--- config.mk ---
export PLATFORM = sky130hd
export DESIGN_NAME = cfg_io_port
export DESIGN_NICKNAME = d
export VERILOG_FILES = /design/src/rtl/cfg_io_pkg.sv /design/src/rtl/cfg_io_sync.sv /design/src/rtl/cfg_io_regs.sv /design/src/rtl/cfg_io_pad.sv /design/src/rtl/cfg_io_port.sv
export SDC_FILE = /design/constraint.sdc
export NUM_CORES = 1
export LEC_CHECK = 0
export CORE_MARGIN = 2
export CORE_UTILIZATION = 39
export CTS_CLUSTER_DIAMETER = 60
export DETAILED_ROUTE_END_ITERATION = 10
export PLACE_DENSITY = 0.68
export RECOVER_POWER = 25
export SLEW_MARGIN = 40
export SYNTH_ARGS = -nofsm -noshare
export SYNTH_HDL_FRONTEND = slang
export SYNTH_SLANG_ARGS = --single-unit
--- constraint.sdc ---
create_clock -name clk -period 3.1 [get_ports clk]
set_clock_uncertainty 0.2 [all_clocks]
set_input_delay 0.465 -clock clk [delete_from_list [all_inputs] [get_ports clk]]
set_output_delay 0.465 -clock clk [all_outputs]
set_load 0.005 [all_outputs]
--- src/rtl/cfg_io_pkg.sv ---
package cfg_io_pkg;

   // Page offsets of the port registers (low address byte).
   localparam logic [7:0] OFS_PIN_LVL = 8'h00;
   localparam logic [7:0] OFS_MODE    = 8'h02;
   localparam logic [7:0] OFS_DOUT    = 8'h04;
   localparam logic [7:0] OFS_DIR     = 8'h06;
   localparam logic [7:0] OFS_DRIVE   = 8'h08;
   localparam logic [7:0] OFS_FABRIC  = 8'h0A;
   localparam logic [7:0] OFS_MCELL   = 8'h0C;

   typedef enum logic [2:0] {
      SEL_NONE,
      SEL_PIN_LVL,
      SEL_MODE,
      SEL_DOUT,
      SEL_DIR,
      SEL_DRIVE,
      SEL_FABRIC,
      SEL_MCELL
   } port_sel_e;

   function automatic port_sel_e decode_offset(input logic [7:0] ofs);
      port_sel_e s;
      case (ofs)
         OFS_PIN_LVL: s = SEL_PIN_LVL;
         OFS_MODE:    s = SEL_MODE;
         OFS_DOUT:    s = SEL_DOUT;
         OFS_DIR:     s = SEL_DIR;
         OFS_DRIVE:   s = SEL_DRIVE;
         OFS_FABRIC:  s = SEL_FABRIC;
         OFS_MCELL:   s = SEL_MCELL;
         default:     s = SEL_NONE;
      endcase
      return s;
   endfunction

endpackage

--- src/rtl/cfg_io_sync.sv ---
module cfg_io_sync #(
   parameter int WIDTH  = 8,
   parameter int STAGES = 2
) (
   input  logic             clk,
   input  logic             rst_n,
   input  logic [WIDTH-1:0] d_async,
   output logic [WIDTH-1:0] q_sync
);

   if (STAGES < 2) begin : g_bad_stages
      $error("cfg_io_sync: STAGES must be at least 2");
   end

   logic [STAGES-1:0][WIDTH-1:0] chain_q;

   always_ff @(posedge clk or negedge rst_n) begin
      if (!rst_n) chain_q[0] <= '0;
      else        chain_q[0] <= d_async;
   end

   for (genvar s = 1; s < STAGES; s++) begin : g_stage
      always_ff @(posedge clk or negedge rst_n) begin
         if (!rst_n) chain_q[s] <= '0;
         else        chain_q[s] <= chain_q[s-1];
      end
   end

   assign q_sync = chain_q[STAGES-1];

   // First stage captures the raw pin level on every edge.
   assert_sync_capture_R7: assert property (@(posedge clk) disable iff (!rst_n)
      1'b1 |=> chain_q[0] == $past(d_async));

   // Last stage follows the stage before it.
   assert_sync_shift_R7: assert property (@(posedge clk) disable iff (!rst_n)
      1'b1 |=> q_sync == $past(chain_q[STAGES-2]));

endmodule

--- src/rtl/cfg_io_regs.sv ---
module cfg_io_regs
   import cfg_io_pkg::*;
#(
   parameter int                NUM_PINS   = 8,
   parameter int                DATA_W     = 8,
   parameter int                ADDR_W     = 16,
   parameter logic [ADDR_W-1:0] BASE_ADDR  = 16'h0300,
   parameter bit                OD_SUPPORT = 1'b1
) (
   input  logic                clk,
   input  logic                rst_n,
   input  logic [ADDR_W-1:0]   bus_addr,
   input  logic                bus_wr,
   input  logic                bus_rd,
   input  logic [DATA_W-1:0]   bus_wdata,
   output logic [DATA_W-1:0]   bus_rdata,
   input  logic [NUM_PINS-1:0] pin_sync,
   input  logic [NUM_PINS-1:0] pld_mask,
   input  logic [NUM_PINS-1:0] mcell_out,
   output logic [NUM_PINS-1:0] mode_q,
   output logic [NUM_PINS-1:0] dir_q,
   output logic [NUM_PINS-1:0] dout_q,
   output logic [NUM_PINS-1:0] drive_q
);

   localparam int PAGE_LSB = 8;

   logic                page_hit;
   port_sel_e           sel;
   logic [NUM_PINS-1:0] wr_bits;
   logic [NUM_PINS-1:0] pin_view;
   logic [NUM_PINS-1:0] rd_bits;

   assign page_hit = (bus_addr[ADDR_W-1:PAGE_LSB] == BASE_ADDR[ADDR_W-1:PAGE_LSB]);
   assign sel      = page_hit ? decode_offset(bus_addr[PAGE_LSB-1:0]) : SEL_NONE;
   assign wr_bits  = bus_wdata[NUM_PINS-1:0];

   always_ff @(posedge clk or negedge rst_n) begin
      if (!rst_n) begin
         mode_q <= '0;
         dir_q  <= '0;
         dout_q <= '0;
      end else if (bus_wr) begin
         case (sel)
            SEL_MODE: mode_q <= wr_bits;
            SEL_DIR:  dir_q  <= wr_bits;
            SEL_DOUT: dout_q <= wr_bits;
            default:  ;
         endcase
      end
   end

   if (OD_SUPPORT) begin : g_drive_reg
      always_ff @(posedge clk or negedge rst_n) begin
         if (!rst_n)                         drive_q <= '0;
         else if (bus_wr && sel == SEL_DRIVE) drive_q <= wr_bits;
      end
   end else begin : g_drive_none
      assign drive_q = '0;
   end

   // Pin levels are visible only for general-purpose pins not owned by the fabric.
   assign pin_view = pin_sync & mode_q & ~pld_mask;

   always_comb begin
      case (sel)
         SEL_PIN_LVL: rd_bits = pin_view;
         SEL_MODE:    rd_bits = mode_q;
         SEL_DOUT:    rd_bits = dout_q;
         SEL_DIR:     rd_bits = dir_q;
         SEL_DRIVE:   rd_bits = drive_q;
         SEL_FABRIC:  rd_bits = pld_mask;
         SEL_MCELL:   rd_bits = mcell_out;
         default:     rd_bits = '0;
      endcase
   end

   always_comb begin
      bus_rdata = '0;
      if (bus_rd) bus_rdata[NUM_PINS-1:0] = rd_bits;
   end

   assert_mode_write_R3: assert property (@(posedge clk) disable iff (!rst_n)
      (bus_wr && page_hit && bus_addr[PAGE_LSB-1:0] == OFS_MODE)
      |=> mode_q == $past(bus_wdata[NUM_PINS-1:0]));

   assert_dir_write_R3: assert property (@(posedge clk) disable iff (!rst_n)
      (bus_wr && page_hit && bus_addr[PAGE_LSB-1:0] == OFS_DIR)
      |=> dir_q == $past(bus_wdata[NUM_PINS-1:0]));

   assert_off_page_hold_R2: assert property (@(posedge clk) disable iff (!rst_n)
      !page_hit |=> $stable(mode_q) && $stable(dir_q) && $stable(dout_q) && $stable(drive_q));

   assert_off_page_read_R2: assert property (@(posedge clk) disable iff (!rst_n)
      (bus_rd && !page_hit) |-> bus_rdata == '0);

   assert_ro_write_R5: assert property (@(posedge clk) disable iff (!rst_n)
      (bus_wr && page_hit && bus_addr[PAGE_LSB-1:0] == OFS_FABRIC)
      |=> $stable(mode_q) && $stable(dir_q) && $stable(dout_q) && $stable(drive_q));

endmodule

--- src/rtl/cfg_io_pad.sv ---
module cfg_io_pad #(
   parameter int NUM_PINS   = 8,
   parameter bit OD_SUPPORT = 1'b1
) (
   input  logic                clk,
   input  logic                rst_n,
   input  logic                addr_le,
   input  logic [NUM_PINS-1:0] addr_src,
   input  logic [NUM_PINS-1:0] mode_q,
   input  logic [NUM_PINS-1:0] dir_q,
   input  logic [NUM_PINS-1:0] dout_q,
   input  logic [NUM_PINS-1:0] drive_q,
   input  logic [NUM_PINS-1:0] pld_mask,
   output logic [NUM_PINS-1:0] pad_out,
   output logic [NUM_PINS-1:0] pad_oe
);

   logic [NUM_PINS-1:0] addr_lat_q;

   always_ff @(posedge clk or negedge rst_n) begin
      if (!rst_n)       addr_lat_q <= '0;
      else if (addr_le) addr_lat_q <= addr_src;
   end

   assert_addr_latch_R10: assert property (@(posedge clk) disable iff (!rst_n)
      addr_le |=> addr_lat_q == $past(addr_src));

   assert_addr_hold_R10: assert property (@(posedge clk) disable iff (!rst_n)
      !addr_le |=> $stable(addr_lat_q));

   for (genvar i = 0; i < NUM_PINS; i++) begin : g_pin
      logic open_drain;
      logic drive_en;
      logic pin_val;

      if (OD_SUPPORT) begin : g_od
         assign open_drain = drive_q[i];
      end else begin : g_pp
         assign open_drain = 1'b0;
      end

      // Address mode forces output; general mode obeys direction.
      assign drive_en = !pld_mask[i] && (!mode_q[i] || dir_q[i]);
      assign pin_val  = mode_q[i] ? dout_q[i] : addr_lat_q[i];

      always_comb begin
         pad_oe[i]  = 1'b0;
         pad_out[i] = 1'b0;
         if (drive_en) begin
            if (open_drain) begin
               pad_oe[i]  = !pin_val;
               pad_out[i] = 1'b0;
            end else begin
               pad_oe[i]  = 1'b1;
               pad_out[i] = pin_val;
            end
         end
      end

      assert_fabric_tristate_R11: assert property (@(posedge clk) disable iff (!rst_n)
         pld_mask[i] |-> !pad_oe[i] && !pad_out[i]);

      assert_od_low_R9: assert property (@(posedge clk) disable iff (!rst_n)
         (pad_oe[i] && drive_q[i] && OD_SUPPORT) |-> !pad_out[i]);

      assert_input_idle_R8: assert property (@(posedge clk) disable iff (!rst_n)
         (mode_q[i] && !dir_q[i]) |-> !pad_oe[i]);
   end

endmodule

--- src/rtl/cfg_io_port.sv ---
module cfg_io_port #(
   parameter int                NUM_PINS    = 8,
   parameter int                DATA_W      = 8,
   parameter int                ADDR_W      = 16,
   parameter logic [ADDR_W-1:0] BASE_ADDR   = 16'h0300,
   parameter int                SYNC_STAGES = 2,
   parameter bit                OD_SUPPORT  = 1'b1
) (
   input  logic                clk,
   input  logic                rst_n,
   input  logic [ADDR_W-1:0]   bus_addr,
   input  logic                bus_wr,
   input  logic                bus_rd,
   input  logic [DATA_W-1:0]   bus_wdata,
   output logic [DATA_W-1:0]   bus_rdata,
   input  logic                addr_le,
   input  logic [NUM_PINS-1:0] addr_src,
   input  logic [NUM_PINS-1:0] pld_mask,
   input  logic [NUM_PINS-1:0] mcell_out,
   input  logic [NUM_PINS-1:0] pin_in,
   output logic [NUM_PINS-1:0] pad_out,
   output logic [NUM_PINS-1:0] pad_oe
);

   if (NUM_PINS < 1 || NUM_PINS > DATA_W) begin : g_bad_pins
      $error("cfg_io_port: NUM_PINS must lie in 1..DATA_W");
   end
   if (ADDR_W <= 8) begin : g_bad_addr
      $error("cfg_io_port: ADDR_W must exceed the 8-bit page offset");
   end
   if (BASE_ADDR[7:0] != 8'h00) begin : g_bad_base
      $error("cfg_io_port: BASE_ADDR must be 256-byte aligned");
   end

   logic [NUM_PINS-1:0] pin_sync;
   logic [NUM_PINS-1:0] mode_q;
   logic [NUM_PINS-1:0] dir_q;
   logic [NUM_PINS-1:0] dout_q;
   logic [NUM_PINS-1:0] drive_q;

   cfg_io_sync #(
      .WIDTH  (NUM_PINS),
      .STAGES (SYNC_STAGES)
   ) u_sync (
      .clk     (clk),
      .rst_n   (rst_n),
      .d_async (pin_in),
      .q_sync  (pin_sync)
   );

   cfg_io_regs #(
      .NUM_PINS   (NUM_PINS),
      .DATA_W     (DATA_W),
      .ADDR_W     (ADDR_W),
      .BASE_ADDR  (BASE_ADDR),
      .OD_SUPPORT (OD_SUPPORT)
   ) u_regs (
      .clk       (clk),
      .rst_n     (rst_n),
      .bus_addr  (bus_addr),
      .bus_wr    (bus_wr),
      .bus_rd    (bus_rd),
      .bus_wdata (bus_wdata),
      .bus_rdata (bus_rdata),
      .pin_sync  (pin_sync),
      .pld_mask  (pld_mask),
      .mcell_out (mcell_out),
      .mode_q    (mode_q),
      .dir_q     (dir_q),
      .dout_q    (dout_q),
      .drive_q   (drive_q)
   );

   cfg_io_pad #(
      .NUM_PINS   (NUM_PINS),
      .OD_SUPPORT (OD_SUPPORT)
   ) u_pad (
      .clk      (clk),
      .rst_n    (rst_n),
      .addr_le  (addr_le),
      .addr_src (addr_src),
      .mode_q   (mode_q),
      .dir_q    (dir_q),
      .dout_q   (dout_q),
      .drive_q  (drive_q),
      .pld_mask (pld_mask),
      .pad_out  (pad_out),
      .pad_oe   (pad_oe)
   );

endmodule

# Word level (Yosys, flattened, before mapping)
# Index checks and enable logic that the tools add are counted.
[op_classes]
n_bitwise = 3
muxes = 44
n_eq_ne = 14
n_reduce_logical = 45
[ops]
columns = ["operator", "n"]
rows = [
  ["case mux 8 bit (7 select lines)", 1],
  ["two-way mux 1 bit", 40],
  ["equality test 8 x 4 -> 1 bit, second input constant", 3],
  ["zero test 1 bit", 24],
  ["case mux 3 bit (7 select lines)", 1],
  ["AND 8 bit", 2],
  ["equality test 8 x 2 -> 1 bit, second input constant", 2],
  ["equality test 8 x 3 -> 1 bit, second input constant", 2],
  ["equality test 3 bit, second input constant", 4],
  ["logical AND 1 bit", 9],
  ["zero test 8 bit", 1],
  ["logical OR 1 bit", 8],
  ["two-way mux 8 bit", 1],
  ["NOT 8 bit", 1],
  ["equality test 3 x 2 -> 1 bit, second input constant", 2],
  ["AND reduction 2 bit", 3],
  ["equality test 3 x 1 -> 1 bit, second input constant", 1],
  ["two-way mux 3 bit", 1],
]
[word_totals]
wordCells = 113
ff_bits = 56

# Depth between registers and ports, before layout
[logic_depth]
word_depth = 6
ltp_mapped = 6

# Modules after synthesis
# Synthesis repeated with hierarchy kept, for this count alone.
[unflattened]
cells_unflattened = 257
area_unflattened_um2 = 3046.7
[modules_own_cells]
columns = ["module", "n_inst", "seq_area_each_um2", "cells_per_inst", "area_each_um2"]
rows = [
  ["cfg_io_regs", 1, 800.8, 168, 1880.6],
  ["cfg_io_pad", 1, 200.2, 65, 705.7],
  ["cfg_io_sync", 1, 400.4, 24, 460.4],
]

# Worst setup path before layout
# Ideal clock, no wire load.
[synth_path]
path_type = "input port to output port"
start = "in bus_addr[15]"
end = "out bus_rdata[3]"
path_slack_ns = 0.499
t_arrival_ns = 1.936
stages = 5
n_path_buf = 1
path_cell_list = "or4_4 nor4_4 buf_6 nand3_1 a31oi_1"
[synth_via]
elab_chain_len = 5
word_cells_on_any_way = 11
[synth_rtl]
columns = ["item", "line", "source"]
rows = [
  ["start, declared", "cfg_io_port.sv:11", "input logic [ADDR_W-1:0] bus_addr,"],
  ["equality test 8 x 2 -> 1 bit *", "cfg_io_regs.sv:34", "assign page_hit = (bus_addr[ADDR_W-1:PAGE_LSB] == BASE_ADDR[ADDR_W-1:PAGE_LSB]);"],
  ["two-way mux 3 bit *", "cfg_io_regs.sv:35", "assign sel = page_hit ? decode_offset(bus_addr[PAGE_LSB-1:0]) : SEL_NONE;"],
  ["equality test 3 bit (tied with other cells)", "cfg_io_regs.sv:66", "case (sel)"],
  ["case mux 8 bit (7 select lines) *", "cfg_io_regs.sv:66", ""],
  ["two-way mux 8 bit *", "cfg_io_regs.sv:80", "if (bus_rd) bus_rdata[NUM_PINS-1:0] = rd_bits;"],
  ["end, declared", "cfg_io_port.sv:15", "output logic [DATA_W-1:0] bus_rdata,"],
]
# Mark *: on every way between the ends. The rest lies on a longest branch, timed or not.

# Final worst setup path
[layout_path]
start = "in bus_addr[1]"
end = "out bus_rdata[7]"
[layout_via]
elab_chain_len = 6
word_cells_on_any_way = 18
[layout_rtl]
columns = ["item", "line", "source"]
rows = [
  ["equality test 8 x 4 -> 1 bit (tied with other cells)", "cfg_io_pkg.sv:25", "case (ofs)"],
  ["case mux 3 bit (7 select lines) *", "cfg_io_pkg.sv:25", ""],
  ["two-way mux 3 bit *", "cfg_io_regs.sv:35", ""],
  ["equality test 3 bit (tied with other cells)", "cfg_io_regs.sv:66", ""],
  ["case mux 8 bit (7 select lines) *", "cfg_io_regs.sv:66", ""],
  ["two-way mux 8 bit *", "cfg_io_regs.sv:80", ""],
]
# Marks and branches as above.

==> impl_metrics.sql <==
INSERT INTO impl_metrics (metric_group, metric, value, unit) VALUES
('worst_setup_path', 'critPathSlowestCell', 'sky130_fd_sc_hd__clkdlybuf4s50_1', ''),
('sta', 'max_slew.worst_pin.slew', '1189', 'ps'),
('final_layout', 'area_delta_synth_final', '43.39', '%'),
('clock_network', 'tritoncts.num_buffers', '5', ''),
('sta', 'finalCriticalPeriod', '3032', 'ps'),
('placed_design', 'dp_slack', '-422.1', 'ps'),
('worst_setup_path', 'critical_path.cell_chain', 'clkdlybuf4s50_1 -> buf_6 -> inv_1 -> and3_1 -> a222oi_1 -> a31oi_4 -> clkdlybuf4s15_2', ''),
('synth', 'synth_seq_area_share', '0.4764', ''),
('sta', 'fmax', '329.8', 'MHz'),
('sta', 'timing_max_transition_violations_final', '0', ''),
('global_routing', 'gr-usage-all-layers', '0.1975', ''),
('placed_design', 'gpl.final_weighted_congestion', '0.8097', ''),
('synth', 'flip_flop_cell_with_the_highest_count_after_synthesis', 'sky130_fd_sc_hd__dfrtp_1', ''),
('synth', 'largest_area_contributor_in_the_synthesized_netlist', 'sky130_fd_sc_hd__dfrtp_1', ''),
('status', 'run_status', 'completed', ''),
('worst_setup_path', 'critPathMaxStageDelay', '510', 'ps'),
('clock_network', 'clkTransAtPathRegs', '90', 'ps'),
('worst_setup_path', 'timing.rr.end', 'u_regs.mode_q[0]', ''),
('final_layout', 'fillerInstances', '652', ''),
('worst_setup_path', 'crit_path_max_fanout', '26', ''),
('worst_setup_path', 'reg_to_reg_critical_path_startpoint', 'u_regs.mode_q[0]', ''),
('worst_setup_path', 'ff2ff_setup_slack', '2040', 'ps'),
('min_path', 'hold_path_class', 'register to register', ''),
('placed_design', 'post-place-cells', '457', ''),
('route', 'viasPerCell', '5.318', ''),
('sta', 'post-route-period-util', '0.9782', ''),
('worst_setup_path', 'crit_path_start_kind', 'input pin', ''),
('synth', 'synth_cell_types', '45', ''),
('floorplan', 'design.core.area', '7292', 'um2'),
('synth', 'syn_area', '2942', 'um2'),
('sta', 'timing_hold_violations_final', '0', ''),
('synth', 'total_of_flip_flops_plus_latches_after_synthesis', '56', ''),
('synth', 'synthesis.nets', '321', ''),
('min_path', 'holdCritStartpoint', 'u_sync.chain_q[7]', ''),
('global_routing', 'grt_pass1_wl', '13210', 'um'),
('final_layout', 'antennaDiodeCount', '0', ''),
('min_path', 'min_path_cells', '0', ''),
('floorplan', 'num_io_pins', '85', ''),
('worst_setup_path', 'critical_path_class', 'input pin to primary output', ''),
('route', 'drc_violations', '0', ''),
('route', 'routed-wl-met3', '363', 'um'),
('final_layout', 'stdcell_count', '471', ''),
('route', 'routedLengthMet1', '3523', 'um'),
('min_path', 'hold_end', 'u_sync.q_sync[7]', ''),
('route', 'route.met2.wl', '3856', 'um'),
('power_and_ir_drop', 'powerDensity', '332.1', 'nW/um2'),
('sta', 'relSlewSlack', '0.2075', ''),
('synth', 'most_used_standard_cell_by_instance_count_after_synthesis', 'sky130_fd_sc_hd__dfrtp_1', ''),
('route', 'ant_nets', '0', ''),
('placed_design', 'hpwlAfterDp', '5755', 'um'),
('synth', 'netlist.area_leader.share', '0.4764', ''),
('floorplan', 'die_area', '8253', 'um2'),
('synth', 'synthTopCellsByArea', 'sky130_fd_sc_hd__dfrtp_1 48%, sky130_fd_sc_hd__mux2_2 16%, sky130_fd_sc_hd__nor2b_1 4.7%', ''),
('global_routing', 'grt_pass1_vias', '2629', ''),
('route', 'number_of_detailed_routing_iterations_run_before_antenna_repair', '4', ''),
('worst_setup_path', 'worst-endpoint-required', '2430', 'ps'),
('clock_network', 'clkSinkCount', '56', ''),
('global_routing', 'grt_start_max_net_pins', '34', ''),
('sta', 'setup_viol', '0', ''),
('power_and_ir_drop', 'leakagePower', '1.918', 'nW'),
('synth', 'syn-instance-count', '260', ''),
('placed_design', 'buffer_ports.inserted', '84', ''),
('worst_setup_path', 'critPathArrivalTime', '2370', 'ps'),
('route', 'top_layer_used', 'met4', ''),
('worst_setup_path', 'worst_setup_path_end_kind', 'primary output', ''),
('global_routing', 'antenna_found_initial', '0', ''),
('clock_network', 'worstSkewPairLatency', '300', 'ps'),
('sta', 'postLayoutSetupSlackWorst', '67.62', 'ps'),
('final_layout', 'drive_above_1_share', '0.2661', ''),
('floorplan', 'initial_core_util', '0.4034', ''),
('final_layout', 'layout.nets', '432', '');
==> logic make-up after synthesis <==
family,count (synthesis),share of synthesized area
AO/OA/AOI/OAI,59,0.1353
AND/OR/NAND/NOR,72,0.1625
XOR/XNOR,1,0.002978
multiplexers,50,0.1906
flip-flops,56,0.4764
buffers and inverters,22,0.03233
==> cell type report <==
cell class / instances / area [um2] / area share
Multi-Input combinational cell: 182 / 1489 / 0.3530
Timing Repair Buffer: 116 / 1076 / 0.2551
Tap cell: 99 / 123.9 / 0.02937
Clock buffer: 8 / 90.09 / 0.02136
Sequential cell: 56 / 1401 / 0.3322
Inverter: 10 / 37.54 / 0.008899
==> through the flow <==
| step | power, mW | instance area [um2] | setup TNS [ps] | hold WS (ps) | util |
|---|---|---|---|---|---|
| floorplan | 0.8561 | 2942 | 0 | -30.59 | - |
| global placement | 1.008 | 4039 | -3058 | 133.7 | 0.5539 |
| detailed placement | 1.012 | 4039 | -3424 | 135.5 | 0.5539 |
| CTS | 1.420 | 4207 | 0 | 156.4 | 0.5769 |
| global route | 1.469 | 4218 | -2.419 | 164.3 | 0.5784 |
| finish | 1.401 | 4218 | 0 | 155.2 | 0.5784 |
==> sequential cells by signal (all words and copies together), names as in the netlist <==
signal / cells
u_pad.addr_lat_q: 8
u_regs.dir_q: 8
u_regs.dout_q: 8
u_regs.drive_q: 8
u_regs.mode_q: 8
u_sync.chain_q: 8
u_sync.q_sync: 8
==> report_power, final <==
part / internal, mW / leakage (nW) / switching, mW / total (mW)
sequential: 0.751 / 0.727 / 0.00809 / 0.759
combinational: 0.139 / 1.14 / 0.0975 / 0.236
clock: 0.183 / 0.0455 / 0.223 / 0.406
==> how the worst max path moves through the flow <==
stage / startpoint / to / slack, ps / cells past startpoint
final: bus_addr[1] / bus_rdata[7] / 70 / 7
after global routing: bus_addr[1] / bus_rdata[7] / -2 / 7
after CTS: bus_addr[4] / bus_rdata[6] / 3 / 9
after detailed placement: bus_addr[15] / bus_rdata[3] / -420 / 7
after global placement: bus_addr[15] / bus_rdata[6] / -410 / 7
after floorplan: bus_addr[15] / bus_rdata[3] / 500 / 5
==> cell usage in the layout (no fill, tap or decap), types with 8 or more instances in the layout <==
cell	count
sky130_fd_sc_hd__dlygate4sd3_1	9
sky130_fd_sc_hd__nand3_1	8
sky130_fd_sc_hd__mux2_2	43
sky130_fd_sc_hd__nor2b_1	22
sky130_fd_sc_hd__clkdlybuf4s50_1	58
sky130_fd_sc_hd__buf_4	26
sky130_fd_sc_hd__a21oi_1	15
sky130_fd_sc_hd__a31oi_1	10
sky130_fd_sc_hd__dfrtp_1	56
sky130_fd_sc_hd__dlygate4sd2_1	8
sky130_fd_sc_hd__nor3_1	8
sky130_fd_sc_hd__inv_1	10
==> repair_timing <==
item / 4_1_cts / 5_1_grt
endpoints found under the hold margin: 23 / 0
buffers inserted: 4 / 0
endpoints found under the setup margin: 8 / 6
pin swaps: 7 / 6
gates cloned: 1 / 0
hold buffers: 1 / 0
gates resized for setup: 31 / 6
==> worst max-delay path, delay by kind of cell <==
kind,cells,cell delay [ps]
buffers and inverters,4,1120
AO/OA/AOI/OAI,2,580
AND/OR/NAND/NOR,1,200
==> metal layers <==
metal | up-vias | GRT usage
met5 | - | 0
met4 | 0 | 0.04419
met3 | 7 | 0.03673
met2 | 69 | 0.3321
met1 | 1231 | 0.2660
li1 | 1198 | -
No activity file was read; power rests on OpenSTA's default activity.
